--- src/rtl/nfc_pkg.sv ---
package nfc_pkg;
   typedef enum logic [1:0] {
      OP_PROG = 2'd0,
      OP_SECT = 2'd1,
      OP_BLK  = 2'd2,
      OP_CHIP = 2'd3
   } nfc_op_e;

   typedef enum logic [3:0] {
      ST_IDLE, ST_SETUP, ST_STROBE, ST_HOLD, ST_GAP,
      ST_RDA, ST_RSP, ST_RDB, ST_RWAIT
   } nfc_state_e;

   localparam logic [15:0] UNLOCK_LO = 16'h5555;
   localparam logic [15:0] UNLOCK_HI = 16'h2AAA;

   localparam logic [7:0] CMD_KEY1   = 8'hAA;
   localparam logic [7:0] CMD_KEY2   = 8'h55;
   localparam logic [7:0] CMD_PROG   = 8'hA0;
   localparam logic [7:0] CMD_ERSET  = 8'h80;
   localparam logic [7:0] CMD_SECT   = 8'h30;
   localparam logic [7:0] CMD_BLK    = 8'h50;
   localparam logic [7:0] CMD_CHIP   = 8'h10;
endpackage

--- src/rtl/nfc_down_counter.sv ---
module nfc_down_counter #(
   parameter int W = 4
) (
   input  logic         clk,
   input  logic         rst_n,
   input  logic         load,
   input  logic [W-1:0] load_val,
   input  logic         dec,
   output logic         zero
);
   logic [W-1:0] cnt;

   always_ff @(posedge clk or negedge rst_n) begin
      if (!rst_n)
         cnt <= '0;
      else if (load)
         cnt <= load_val;
      else if (dec && cnt != '0)
         cnt <= cnt - 1'b1;
   end

   assign zero = (cnt == '0);
endmodule

--- src/rtl/nfc_seq_table.sv ---
module nfc_seq_table
   import nfc_pkg::*;
#(
   parameter int AW = 20,
   parameter int DW = 8
) (
   input  nfc_op_e       op,
   input  logic [2:0]    step,
   input  logic          shift,
   input  logic [AW-1:0] mask,
   input  logic [AW-1:0] target,
   input  logic [DW-1:0] data,
   output logic [AW-1:0] addr,
   output logic [DW-1:0] dout,
   output logic          last
);
   localparam logic [AW-1:0] ADDR_LO = AW'(UNLOCK_LO);
   localparam logic [AW-1:0] ADDR_HI = AW'(UNLOCK_HI);

   logic [AW-1:0] u1, u2;

   // Mode bit swaps which unlock address comes first.
   assign u1 = (shift ? ADDR_HI : ADDR_LO) & mask;
   assign u2 = (shift ? ADDR_LO : ADDR_HI) & mask;

   always_comb begin
      addr = u1;
      dout = DW'(CMD_KEY1);
      last = 1'b0;
      if (op == OP_PROG) begin
         unique case (step)
            3'd0: begin addr = u1; dout = DW'(CMD_KEY1); end
            3'd1: begin addr = u2; dout = DW'(CMD_KEY2); end
            3'd2: begin addr = u1; dout = DW'(CMD_PROG); end
            default: begin addr = target; dout = data; last = 1'b1; end
         endcase
      end else begin
         unique case (step)
            3'd0: begin addr = u1; dout = DW'(CMD_KEY1); end
            3'd1: begin addr = u2; dout = DW'(CMD_KEY2); end
            3'd2: begin addr = u1; dout = DW'(CMD_ERSET); end
            3'd3: begin addr = u1; dout = DW'(CMD_KEY1); end
            3'd4: begin addr = u2; dout = DW'(CMD_KEY2); end
            default: begin
               last = 1'b1;
               unique case (op)
                  OP_SECT: begin addr = target; dout = DW'(CMD_SECT); end
                  OP_BLK:  begin addr = target; dout = DW'(CMD_BLK);  end
                  default: begin addr = u1;     dout = DW'(CMD_CHIP); end
               endcase
            end
         endcase
      end
   end
endmodule

--- src/rtl/nfc_cmd_seq.sv ---
module nfc_cmd_seq
   import nfc_pkg::*;
#(
   parameter int AW            = 20,
   parameter int DW            = 8,
   parameter int GAP_CYCLES    = 10,
   parameter int TIMEOUT_POLLS = 1000,
   parameter int TOGGLE_BIT    = 6
) (
   input  logic          clk,
   input  logic          rst_n,
   input  logic          cfg_shift,
   input  logic          cfg_zero_gap,
   input  logic [AW-1:0] cfg_addr_mask,
   input  logic [1:0]    req_op,
   input  logic [AW-1:0] req_addr,
   input  logic [DW-1:0] req_data,
   input  logic          req_start,
   output logic          busy,
   output logic          done,
   output logic          error,
   output logic [AW-1:0] fl_addr,
   output logic [DW-1:0] fl_dout,
   input  logic [DW-1:0] fl_din,
   output logic          fl_we,
   output logic          fl_oe
);
   localparam bit GAP_ON = (GAP_CYCLES > 0);
   localparam int GW     = (GAP_CYCLES > 1) ? $clog2(GAP_CYCLES) : 1;
   localparam int TW     = (TIMEOUT_POLLS > 1) ? $clog2(TIMEOUT_POLLS) : 1;

   if (AW < 16) begin : g_chk_aw
      $error("AW must hold the 16-bit unlock addresses");
   end
   if (DW < 8) begin : g_chk_dw
      $error("DW must hold an 8-bit command byte");
   end
   if (TOGGLE_BIT >= DW) begin : g_chk_tb
      $error("TOGGLE_BIT outside data bus");
   end
   if (TIMEOUT_POLLS < 1) begin : g_chk_to
      $error("TIMEOUT_POLLS must be at least 1");
   end

   nfc_state_e    state;
   nfc_op_e       op_q;
   logic [AW-1:0] addr_q, mask_q;
   logic [DW-1:0] data_q;
   logic          shift_q, zgap_q, tog_q;
   logic [2:0]    step_q;
   logic          done_q, err_q;

   logic [AW-1:0] tbl_addr;
   logic [DW-1:0] tbl_dout;
   logic          tbl_last;
   logic          use_gap, gap_load, gap_dec, gap_zero;
   logic          to_load, to_dec, to_zero, poll_match;

   nfc_seq_table #(.AW(AW), .DW(DW)) u_table (
      .op     (op_q),
      .step   (step_q),
      .shift  (shift_q),
      .mask   (mask_q),
      .target (addr_q),
      .data   (data_q),
      .addr   (tbl_addr),
      .dout   (tbl_dout),
      .last   (tbl_last)
   );

   assign use_gap  = GAP_ON && (op_q != OP_PROG) && !zgap_q;
   assign gap_load = (state == ST_HOLD) && use_gap;
   assign gap_dec  = (state == ST_GAP);

   if (GAP_ON) begin : g_gap
      nfc_down_counter #(.W(GW)) u_gap (
         .clk      (clk),
         .rst_n    (rst_n),
         .load     (gap_load),
         .load_val (GW'(GAP_CYCLES - 1)),
         .dec      (gap_dec),
         .zero     (gap_zero)
      );
   end else begin : g_nogap
      assign gap_zero = 1'b1;
   end

   assign poll_match = (fl_din[TOGGLE_BIT] == tog_q);
   assign to_load    = (state == ST_IDLE) && req_start;
   assign to_dec     = (state == ST_RDB) && !poll_match && !to_zero;

   nfc_down_counter #(.W(TW)) u_timeout (
      .clk      (clk),
      .rst_n    (rst_n),
      .load     (to_load),
      .load_val (TW'(TIMEOUT_POLLS - 1)),
      .dec      (to_dec),
      .zero     (to_zero)
   );

   always_ff @(posedge clk or negedge rst_n) begin
      if (!rst_n) begin
         state   <= ST_IDLE;
         op_q    <= OP_PROG;
         addr_q  <= '0;
         mask_q  <= '0;
         data_q  <= '0;
         shift_q <= 1'b0;
         zgap_q  <= 1'b0;
         tog_q   <= 1'b0;
         step_q  <= '0;
         done_q  <= 1'b0;
         err_q   <= 1'b0;
      end else begin
         done_q <= 1'b0;
         err_q  <= 1'b0;
         unique case (state)
            ST_IDLE: if (req_start) begin
               op_q    <= nfc_op_e'(req_op);
               addr_q  <= req_addr;
               data_q  <= req_data;
               mask_q  <= cfg_addr_mask;
               shift_q <= cfg_shift;
               zgap_q  <= cfg_zero_gap;
               step_q  <= '0;
               state   <= ST_SETUP;
            end
            ST_SETUP:  state <= ST_STROBE;
            ST_STROBE: state <= ST_HOLD;
            ST_HOLD: begin
               if (use_gap)
                  state <= ST_GAP;
               else if (tbl_last)
                  state <= ST_RDA;
               else begin
                  step_q <= step_q + 3'd1;
                  state  <= ST_SETUP;
               end
            end
            ST_GAP: if (gap_zero) begin
               if (tbl_last)
                  state <= ST_RDA;
               else begin
                  step_q <= step_q + 3'd1;
                  state  <= ST_SETUP;
               end
            end
            ST_RDA: begin
               tog_q <= fl_din[TOGGLE_BIT];
               state <= ST_RSP;
            end
            ST_RSP: state <= ST_RDB;
            ST_RDB: begin
               if (poll_match) begin
                  done_q <= 1'b1;
                  state  <= ST_IDLE;
               end else if (to_zero) begin
                  done_q <= 1'b1;
                  err_q  <= 1'b1;
                  state  <= ST_IDLE;
               end else
                  state <= ST_RWAIT;
            end
            ST_RWAIT: state <= ST_RDA;
            default:  state <= ST_IDLE;
         endcase
      end
   end

   assign busy    = (state != ST_IDLE);
   assign done    = done_q;
   assign error   = err_q;
   assign fl_we   = (state == ST_STROBE);
   assign fl_oe   = (state == ST_RDA) || (state == ST_RDB);
   assign fl_addr = fl_oe ? addr_q : tbl_addr;
   assign fl_dout = tbl_dout;

   // the strobes never overlap
   assert_we_oe_excl_R8: assert property (@(posedge clk) disable iff (!rst_n)
      !(fl_we && fl_oe));
   // the write strobe lasts a single cycle
   assert_we_single_R8: assert property (@(posedge clk) disable iff (!rst_n)
      fl_we |=> !fl_we);
   // address and data are held through the cycle after the strobe
   assert_write_hold_R8: assert property (@(posedge clk) disable iff (!rst_n)
      $fell(fl_we) |-> ($stable(fl_addr) && $stable(fl_dout)));
   // address and data are set up one cycle before the strobe
   assert_write_setup_R8: assert property (@(posedge clk) disable iff (!rst_n)
      $rose(fl_we) |-> ($stable(fl_addr) && $stable(fl_dout)));
   // error only appears together with done
   assert_err_with_done_R10: assert property (@(posedge clk) disable iff (!rst_n)
      error |-> done);
   // the done pulse arrives with the block idle
   assert_done_idle_R9: assert property (@(posedge clk) disable iff (!rst_n)
      done |-> !busy);
   // the latched request does not change during an operation
   assert_start_ignored_R11: assert property (@(posedge clk) disable iff (!rst_n)
      (busy && $past(busy)) |-> ($stable(op_q) && $stable(addr_q) && $stable(data_q)));
   // a start seen while idle begins an operation
   assert_start_taken_R11: assert property (@(posedge clk) disable iff (!rst_n)
      (!busy && req_start) |=> busy);
endmodule

--- config.mk ---
export PLATFORM = sky130hd
export DESIGN_NAME = nfc_cmd_seq
export DESIGN_NICKNAME = d
export VERILOG_FILES = /design/src/rtl/nfc_pkg.sv /design/src/rtl/nfc_down_counter.sv /design/src/rtl/nfc_seq_table.sv /design/src/rtl/nfc_cmd_seq.sv
export SDC_FILE = /design/constraint.sdc
export NUM_CORES = 1
export LEC_CHECK = 0
export ABC_CLOCK_PERIOD_IN_PS = 2550
export BUFFER_PORTS_ARGS = -buffer_cell sky130_fd_sc_hd__buf_2
export CORE_MARGIN = 4
export CORE_UTILIZATION = 45
export CTS_CLUSTER_DIAMETER = 120
export CTS_CLUSTER_SIZE = 10
export DETAILED_ROUTE_END_ITERATION = 12
export PLACE_DENSITY = 0.75
export RECOVER_POWER = 50
export REMOVE_ABC_BUFFERS = 1
export SETUP_SLACK_MARGIN = 0.02
export SKIP_LAST_GASP = 1
export SLEW_MARGIN = 20
export SYNTH_ARGS = -nofsm -noshare
export SYNTH_HDL_FRONTEND = slang
export SYNTH_SLANG_ARGS = --single-unit
--- constraint.sdc ---
create_clock -name clk -period 2.55 [get_ports clk]
set_input_delay 0.1275 -clock clk [delete_from_list [all_inputs] [get_ports clk]]
set_output_delay 0.1275 -clock clk [all_outputs]
set_load 0.1 [all_outputs]
==> results by group, run 1 <==
Hold path
  • Min-Delay Path Class: input pin to flip-flop

Floorplan
  • Site row count: 33
  • Total core area: approximately 8300 µm²
  • Io pins: 96
  • Initial Util: 46.52%
  • Die Y: 100.4 µm
  • Full die area: 10080 µm²
  • Die X: 100.4 µm

Route
  • WL per Instance: between 15 and 20 µm
  • Drt total wl: 10.66 mm
  • Vias: 3688
  • 1st-iter DRT viols: 226
  • Initial DRT Pass Iterations: 5
  • Vias per cell: 5.360
  • Post-DRT Antenna Nets: 0
  • Drc violations: 0

Layout
  • Share of cells above drive strength 1: between 20% and 30%
  • # fillers: 634
  • Post-route cell area: 5599 µm²
  • Layout Utilization: 67.80%
  • Layout overhead on the synthesized area: 45.77%
  • # diodes: 0
  • Final #Nets: 652

Timing
  • Fmax: 387.4 MHz
  • Setup violators final: 8
  • Worst-Margin Slew: between 1.5 and 2 ns
  • Worst slew margin: -19.13%
  • Hold slack: 0.06386 ns
  • Clk_skew: 0.01326 ns
  • Final min period: 2.581 ns
  • Final Max Slew Viols: 31
  • RSZ-0062 raised after global routing: yes
  • Final hold vios: 0
  • Fin crit share: 101.2%
  • Post-route worst setup slack: -0.03135 ns

Critical path
  • WP data arrival: 2.45 ns
  • Crit path to: fl_addr[14]
  • Worst R2R End: u_timeout.cnt[0]$_DFFE_PN0P_
  • Crit. End Element: primary output
  • Worst R2R Start: state[0]$_DFFE_PN0P_
  • Worst EP required: 2.42 ns
  • Critical path class: flip-flop to primary output
  • R2R Setup Slk: between 0.2 and 0.3 ns
  • CP startpoint: step_q[1]$_DFFE_PN0P_
  • Startpoint types: flip-flop
  • Crit-path max FO: 8
  • R2R cell count: 5

Yosys
  • Register area share after synthesis: 46.25%
  • Number of flops mapped to enable cells by yosys: 0
  • Synth Instances: between 400 and 500
  • Post-Synth Simple-Gate Area: 28.76%
  • YS warnings: 0
  • FF+latch count, synth: 71
  • Syn_area_per_cell: 8.613 µm²
  • Compound-cell area share of the yosys netlist: 13.91%
  • Largest family of logic cells by synthesized area: simple AND/OR/NAND/NOR gates
  • Async S/R FF share, synth: 100.0%
  • Adder-cell share of the synthesized area: 3.257%
  • Distinct cells, synth: 56
  • XOR/XNOR Fraction of Synth Area: ~1.3%
  • Cell Area, Synth: 3841 µm²
  • Post-synthesis mux area share: 1.596%
  • Main flop type after synthesis: dfrtp_1

Flow run
  • Max Cap Violations: 1

CTS
  • Clock sinks: 71
  • CTS root buf: clkbuf_8
  • CTS tree: yes
  • CTS clock-pin slew for the worst setup and hold paths: around 0.08 ns
  • TritonCTS Buffers: 9
  • CTS Buffer Depth: 2
  • H-tree levels: 3
  • Worst skew pair latency: 0.35 ns

Placed design
  • Placed Area: 4679 µm²
  • IO buf count: 83
  • RePlAce Congestion: roughly 0.85
  • Post-DP HPWL: 6.418 mm

GRT
  • Tot GR Track Use: 21.29%
  • First-pass GRT wire length: roughly 17 mm
  • Initial antenna violation count: 0
  • Grt ovf: 0
  • Largest net degree at the start of global routing: 48
  • Vias in the first global route: 3677

Status
  • Outcome: finished, violations left
  • Failing checks: capacitance limit, slew limit, setup timing
## cells in the final DEF, fill, tap and decap left out, types with 4 or more instances in the layout
master,Yosys,routed
dlygate4sd3_1,0,48
ha_1,10,5
a32o_2,0,15
nor3b_1,4,4
clkbuf_1,10,4
nand2_1,163,163
buf_2,18,60
a31oi_1,5,5
dfrtp_1,71,71
nor2_1,16,15
buf_4,1,12
o21ai_0,11,10
mux2i_1,5,5
nor2b_1,6,6
nand2b_1,6,6
buf_12,0,24
nand3_1,8,8
inv_1,14,12
clkbuf_8,0,10
a21oi_1,8,8
nor3_1,9,9
and2_4,0,5
## per-stage QoR
stage	setup WS, ns	instances	TNS (ns)
6_report	-0.03135	688	-0.1626
5_1_grt	-0.1098	688	-1.346
4_1_cts	0.003625	683	0
3_5_place_dp	0.1160	615	0
3_3_place_gp	0.1481	615	0
2_1_floorplan	-2.027	417	-16.78
## how the worst min path moves through the flow
stage,startpoint,to,slack [ns],cells past startpoint
2_1_floorplan,rst_n,addr_q[0]$_DFFE_PN0P_,-0.17,0
3_3_place_gp,rst_n,u_timeout.cnt[1]$_DFFE_PN0P_,0.22,1
3_5_place_dp,rst_n,addr_q[0]$_DFFE_PN0P_,0.23,1
4_1_cts,fl_din[6],tog_q$_DFFE_PN0P_,0.06,2
5_1_grt,fl_din[6],tog_q$_DFFE_PN0P_,0.07,2
6_report,fl_din[6],tog_q$_DFFE_PN0P_,0.06,2
## area by class of cell
class	count	area (µm²)	share of cell area, %
Clock buffer	11	141.4	2.525
Clock inverter	4	70.07	1.251
Inverter	14	52.55	0.9385
Multi-Input combinational cell	332	2016	36.00
Sequential cell	71	1777	31.73
Tap cell	105	131.4	2.346
Timing Repair Buffer	151	1411	25.21
## cells in the mapped netlist (3+ instances only)
cell type / count / area, µm²
nand2_1: 163 / 611.8
dfrtp_1: 71 / 1777
buf_2: 18 / 90.09
nor2_1: 16 / 60.06
a32o_1: 15 / 150.1
inv_1: 14 / 52.55
o21ai_0: 11 / 55.05
clkbuf_1: 10 / 37.54
ha_1: 10 / 125.1
nor3_1: 9 / 45.04
a21oi_1: 8 / 40.04
nand3_1: 8 / 40.04
and2_1: 6 / 37.54
nand2b_1: 6 / 37.54
nor2b_1: 6 / 37.54
a31oi_1: 5 / 31.28
mux2i_1: 5 / 50.05
nor3b_1: 4 / 30.03
nand3b_1: 3 / 22.52
o211ai_1: 3 / 22.52
o21a_1: 3 / 22.52
o31ai_1: 3 / 22.52
or3_1: 3 / 18.77
or4_1: 3 / 22.52
## state kept, by name, indices dropped and copies added (netlist names)
name,cells
addr_q,20
data_q,8
done,1
error,1
g_gap.u_gap.cnt,4
mask_q,15
op_q,2
shift_q,1
state,4
step_q,3
tog_q,1
u_timeout.cnt,10
zgap_q,1
## logic make-up after synthesis
| group | count (synthesis) |
|---|---|
| simple gates | 242 |
| fa+ha+maj | 10 |
| compound gates | 69 |
| buf+inv | 43 |
| xor+xnor | 5 |
| flops | 71 |
| mux | 6 |
## worst max-delay path: stages, from the launching register on
cell and delay [ns]:
dfrtp_1 0.42, ha_2 0.21, ha_4 0.19, nor4_4 0.31
a2111oi_2 0.06, a211o_1 0.32, buf_12 0.15, a32o_2 0.27
buf_12 0.17
## what timing repair did
item | in CTS | in global routing
resized for setup | 29 | 16
hold buffers | 48 | 0
endpoints found under the hold margin | 77 | 0
setup endpoints to repair | 22 | 22
pin swaps | 1 | 22
gates cloned | 0 | 1
buffers inserted | 5 | 5
## metal layers
metal	track usage, %	wire [µm]
met2	35.78	5373
met3	4.100	637
met5	0	0
met4	9.016	254
met1	26.77	4390
Power of run 1 is not shown: default switching activity piles up to over one toggle a cycle in this logic, so the estimate is an artifact.
==> inputs of run 2 (changes only) <==
Settings changed: ABC_AREA set to 1, GPL_TIMING_DRIVEN set to 0, PLACE_DENSITY 0.75 to 0.73, SLEW_MARGIN 20 to not set.
==> results by group, run 2 <==
Floorplan
  • Die Y: 113.1 µm (+13%)
  • Site row count: 38 (+15%)
  • Die X: 113.1 µm (+13%)
  • Full die area: 12780 µm² (+27%)
  • Total core area: 10840 µm² (+31%)
  • Io pins: 96 (unchanged)
  • Initial Util: 45.81% (-0.70 points)

GRT
  • First-pass GRT wire length: 23.05 mm (+33%)
  • Grt ovf: 0 (unchanged)
  • Initial antenna violation count: 0 (unchanged)
  • Vias in the first global route: 4947 (+35%)
  • Tot GR Track Use: 21.86% (+0.57 points)
  • Largest net degree at the start of global routing: 80 (+67%)

Timing
  • Setup violators final: 0 (-8)
  • Clk_skew: 0.01274 ns (-0.0005216 ns)
  • Fmax: 409.0 MHz (+5.6%)
  • RSZ-0062 raised after global routing: yes
  • Worst slew margin: 21.47% (+41 points)
  • Final Max Slew Viols: 0 (-100%)
  • Fin crit share: 95.89% (-5.3 points)
  • Worst-Margin Slew: 1.183 ns (-0.6038 ns)
  • Final hold vios: 0 (unchanged)
  • Post-route worst setup slack: 0.1049 ns (+0.1362 ns)
  • Final min period: 2.445 ns (-0.1362 ns)

Critical path
  • Worst R2R Start: state[1]$_DFFE_PN0P_
  • WP data arrival: 2.32 ns (-0.13 ns)
  • Largest stage delay, worst path: 0.42 ns (about the same)
  • Critical path class: flip-flop to primary output
  • Worst R2R End: addr_q[6]$_DFFE_PN0P_
  • Crit. End Element: primary output
  • Most used cell, CP: ha_1
  • R2R cell count: 5 (unchanged)
  • Startpoint types: flip-flop
  • Slowest CP cell: dfrtp_1
  • Crit-path max FO: 5 (-3)
  • Worst EP required: 2.42 ns (about the same)
  • Sequence of cells on the critical path: ha_1 -> ha_1 -> inv_2 -> nand2_2 -> nor2_4 -> nand3_2 -> a21boi_1 -> buf_6
  • R2R Setup Slk: 0.36 ns (+0.10 ns)

Hold path
  • Hold Crit Start: cfg_addr_mask[4]
  • Worst hold endpoint: mask_q[4]$_DFFE_PN0P_
  • Min-Delay Path Class: input pin to flip-flop
  • Hold path cells: 3 (+1)

Yosys
  • Synth Instances: 681 (+53%)
  • Main flop type after synthesis: dfrtp_1
  • Syn_area_per_cell: 7.292 µm² (-15%)
  • Largest family of logic cells by synthesized area: simple AND/OR/NAND/NOR gates
  • Cell Area, Synth: 4966 µm² (+29%)
  • Adder-cell share of the synthesized area: 2.520% (-0.74 points)
  • Post-Synth Simple-Gate Area: 35.42% (+6.7 points)
  • Post-synth top cells: 197 x nand2_1, 86 x nor2_1, 80 x nand3_1
  • Distinct cells, synth: 39 (-30%)
  • Largest area contributor in the netlist: dfrtp_1
  • FF+latch count, synth: 71 (unchanged)
  • Post-synthesis mux area share: 8.692% (+7.1 points)
  • Share of the synthesized area in the top cell type: 35.78% (-10 points)
  • Compound-cell area share of the yosys netlist: 8.163% (-5.7 points)
  • YS warnings: 0 (unchanged)
  • Number of flops mapped to enable cells by yosys: 0 (unchanged)
  • Register area share after synthesis: 35.78% (-10 points)
  • Most numerous cell in the Yosys netlist: nand2_1
  • Async S/R FF share, synth: 100.0% (unchanged)
  • Main area contributors after synthesis: dfrtp_1 36%, nand2_1 15%, nand3_1 8.1%, mux2_4 7.6%, nor2_1 6.5%
  • XOR/XNOR Fraction of Synth Area: 0.5291% (-0.81 points)

Layout
  • Top flop regs: addr_q x20, mask_q x15, u_timeout.cnt x10
  • Final #Nets: 875 (+34%)
  • Share of cells above drive strength 1: 22.06% (-4.9 points)
  • Commonest non-fill, non-tap cell in the layout: nand2_1
  • Most frequent cells in the layout: 198 x nand2_1, 87 x nor2_1, 80 x nand3_1
  • Storage element area: 1779 µm² (+0.14%)
  • Largest register FFs: 20 (unchanged)
  • Most flops, register: addr_q
  • Multi-input logic area: 2815 µm² (+40%)
  • Layout overhead on the synthesized area: 26.96%
  • # diodes: 0 (unchanged)
  • # fillers: 984 (+55%)

Route
  • WL per Instance: 14.53 µm (-6.2%)
  • Vias per cell: 5.238 (-2.3%)
  • Drc violations: 0 (unchanged)
  • Drt total wl: 13.76 mm (+29%)
  • 1st-iter DRT viols: 366 (+62%)
  • Vias: 4960 (+34%)
  • Post-DRT Antenna Nets: 0 (unchanged)
  • Initial DRT Pass Iterations: 5 (unchanged)

CTS
  • TritonCTS Buffers: 9 (unchanged)
  • H-tree levels: 3 (unchanged)
  • Worst skew pair latency: 0.37 ns (+0.02 ns)
  • CTS Buffer Depth: 2 (unchanged)
  • CTS root buf: clkbuf_8
  • Clock sinks: 71 (unchanged)
  • CTS clock-pin slew for the worst setup and hold paths: 0.08 ns (about the same)
  • CTS tree: yes

Flow run
  • Max Cap Violations: 0 (-1)

Placed design
  • IO buf count: 83 (unchanged)
  • Worst setup slack after placement: -0.7995 ns (-0.9156 ns)
  • Post-DP HPWL: 8.857 mm (+38%)
  • RePlAce Congestion: 0.8774 (+3.8%)

Status
  • Outcome: completed
[run 2: layout make-up]
| type | instances | share of cell area (%) |
|---|---|---|
| inverters | 73 | 4.564 |
| repair buffers | 132 | 16.47 |
| clock inverters | 4 | 0.8533 |
| multi-input cells | 515 | 44.65 |
| well taps | 140 | 2.778 |
| clock buffers | 12 | 2.461 |
| flip-flops and latches | 71 | 28.22 |
[run 2: layer usage]
| layer | track usage (%) | vias to the layer above | part of all wire [%] |
|---|---|---|---|
| li1 | - | 2432 | - |
| met1 | 28.48 | 2338 | 43 |
| met2 | 36.69 | 175 | 49 |
| met3 | 5.829 | 15 | 7.0 |
| met4 | 4.567 | 0 | 1.1 |
| met5 | 0 | - | 0 |
[run 2: what timing repair did]
item,in CTS,in global routing
gates cloned,0,2
endpoints found under the setup margin,33,27
pin swaps,2,7
resized for setup,48,16
setup buffers,3,13
hold endpoints to repair,102,0
hold buffers,32,0
[run 2: cell families after synthesis]
| family | after synthesis |
|---|---|
| AO/OA/AOI/OAI | 74 |
| XOR/XNOR | 3 |
| adder cells (fa/ha/maj) | 10 |
| buffers and inverters | 97 |
| flip-flops | 71 |
| multiplexers | 30 |
| AND/OR/NAND/NOR | 396 |
[run 2: how the worst max path moves through the flow]
stage / start / end / slack, ns / depth (start not counted)
2_1_floorplan: op_q[0]$_DFFE_PN0P_ / fl_dout[4] / -0.73 / 4
6_report: step_q[0]$_DFFE_PN0P_ / fl_addr[18] / 0.10 / 8
3_5_place_dp: op_q[0]$_DFFE_PN0P_ / fl_addr[6] / -0.80 / 10
5_1_grt: step_q[0]$_DFFE_PN0P_ / fl_addr[6] / -0.02 / 11
3_3_place_gp: op_q[0]$_DFFE_PN0P_ / fl_addr[11] / -0.76 / 8
4_1_cts: step_q[0]$_DFFE_PN0P_ / fl_addr[6] / -0.03 / 11
[run 2: per-stage QoR]
step | instance area, µm² | util (%) | setup TNS, ns | hold WS, ns | instances
CTS | 6146 | 56.69 | -0.02754 | 0.003664 | 932
detailed placement | 5424 | 50.03 | -15.20 | -0.02305 | 881
floorplan | 4803 | - | -5.207 | -0.1681 | 657
global placement | 5394 | 49.76 | -14.44 | 0.3440 | 880
global route | 6305 | 58.16 | -0.02421 | 0.004136 | 947
finish | 6305 | 58.16 | 0 | 0.01248 | 947
[run 2: worst max-delay path: cells and delay by family, from the launching register on]
family	cells	cell delay, ns
buf+inv	2	0.36
simple gates	3	0.53
compound gates	1	0.24
fa+ha+maj	2	0.39
flops	1	0.42
Power of run 2 is left out for the same reason.
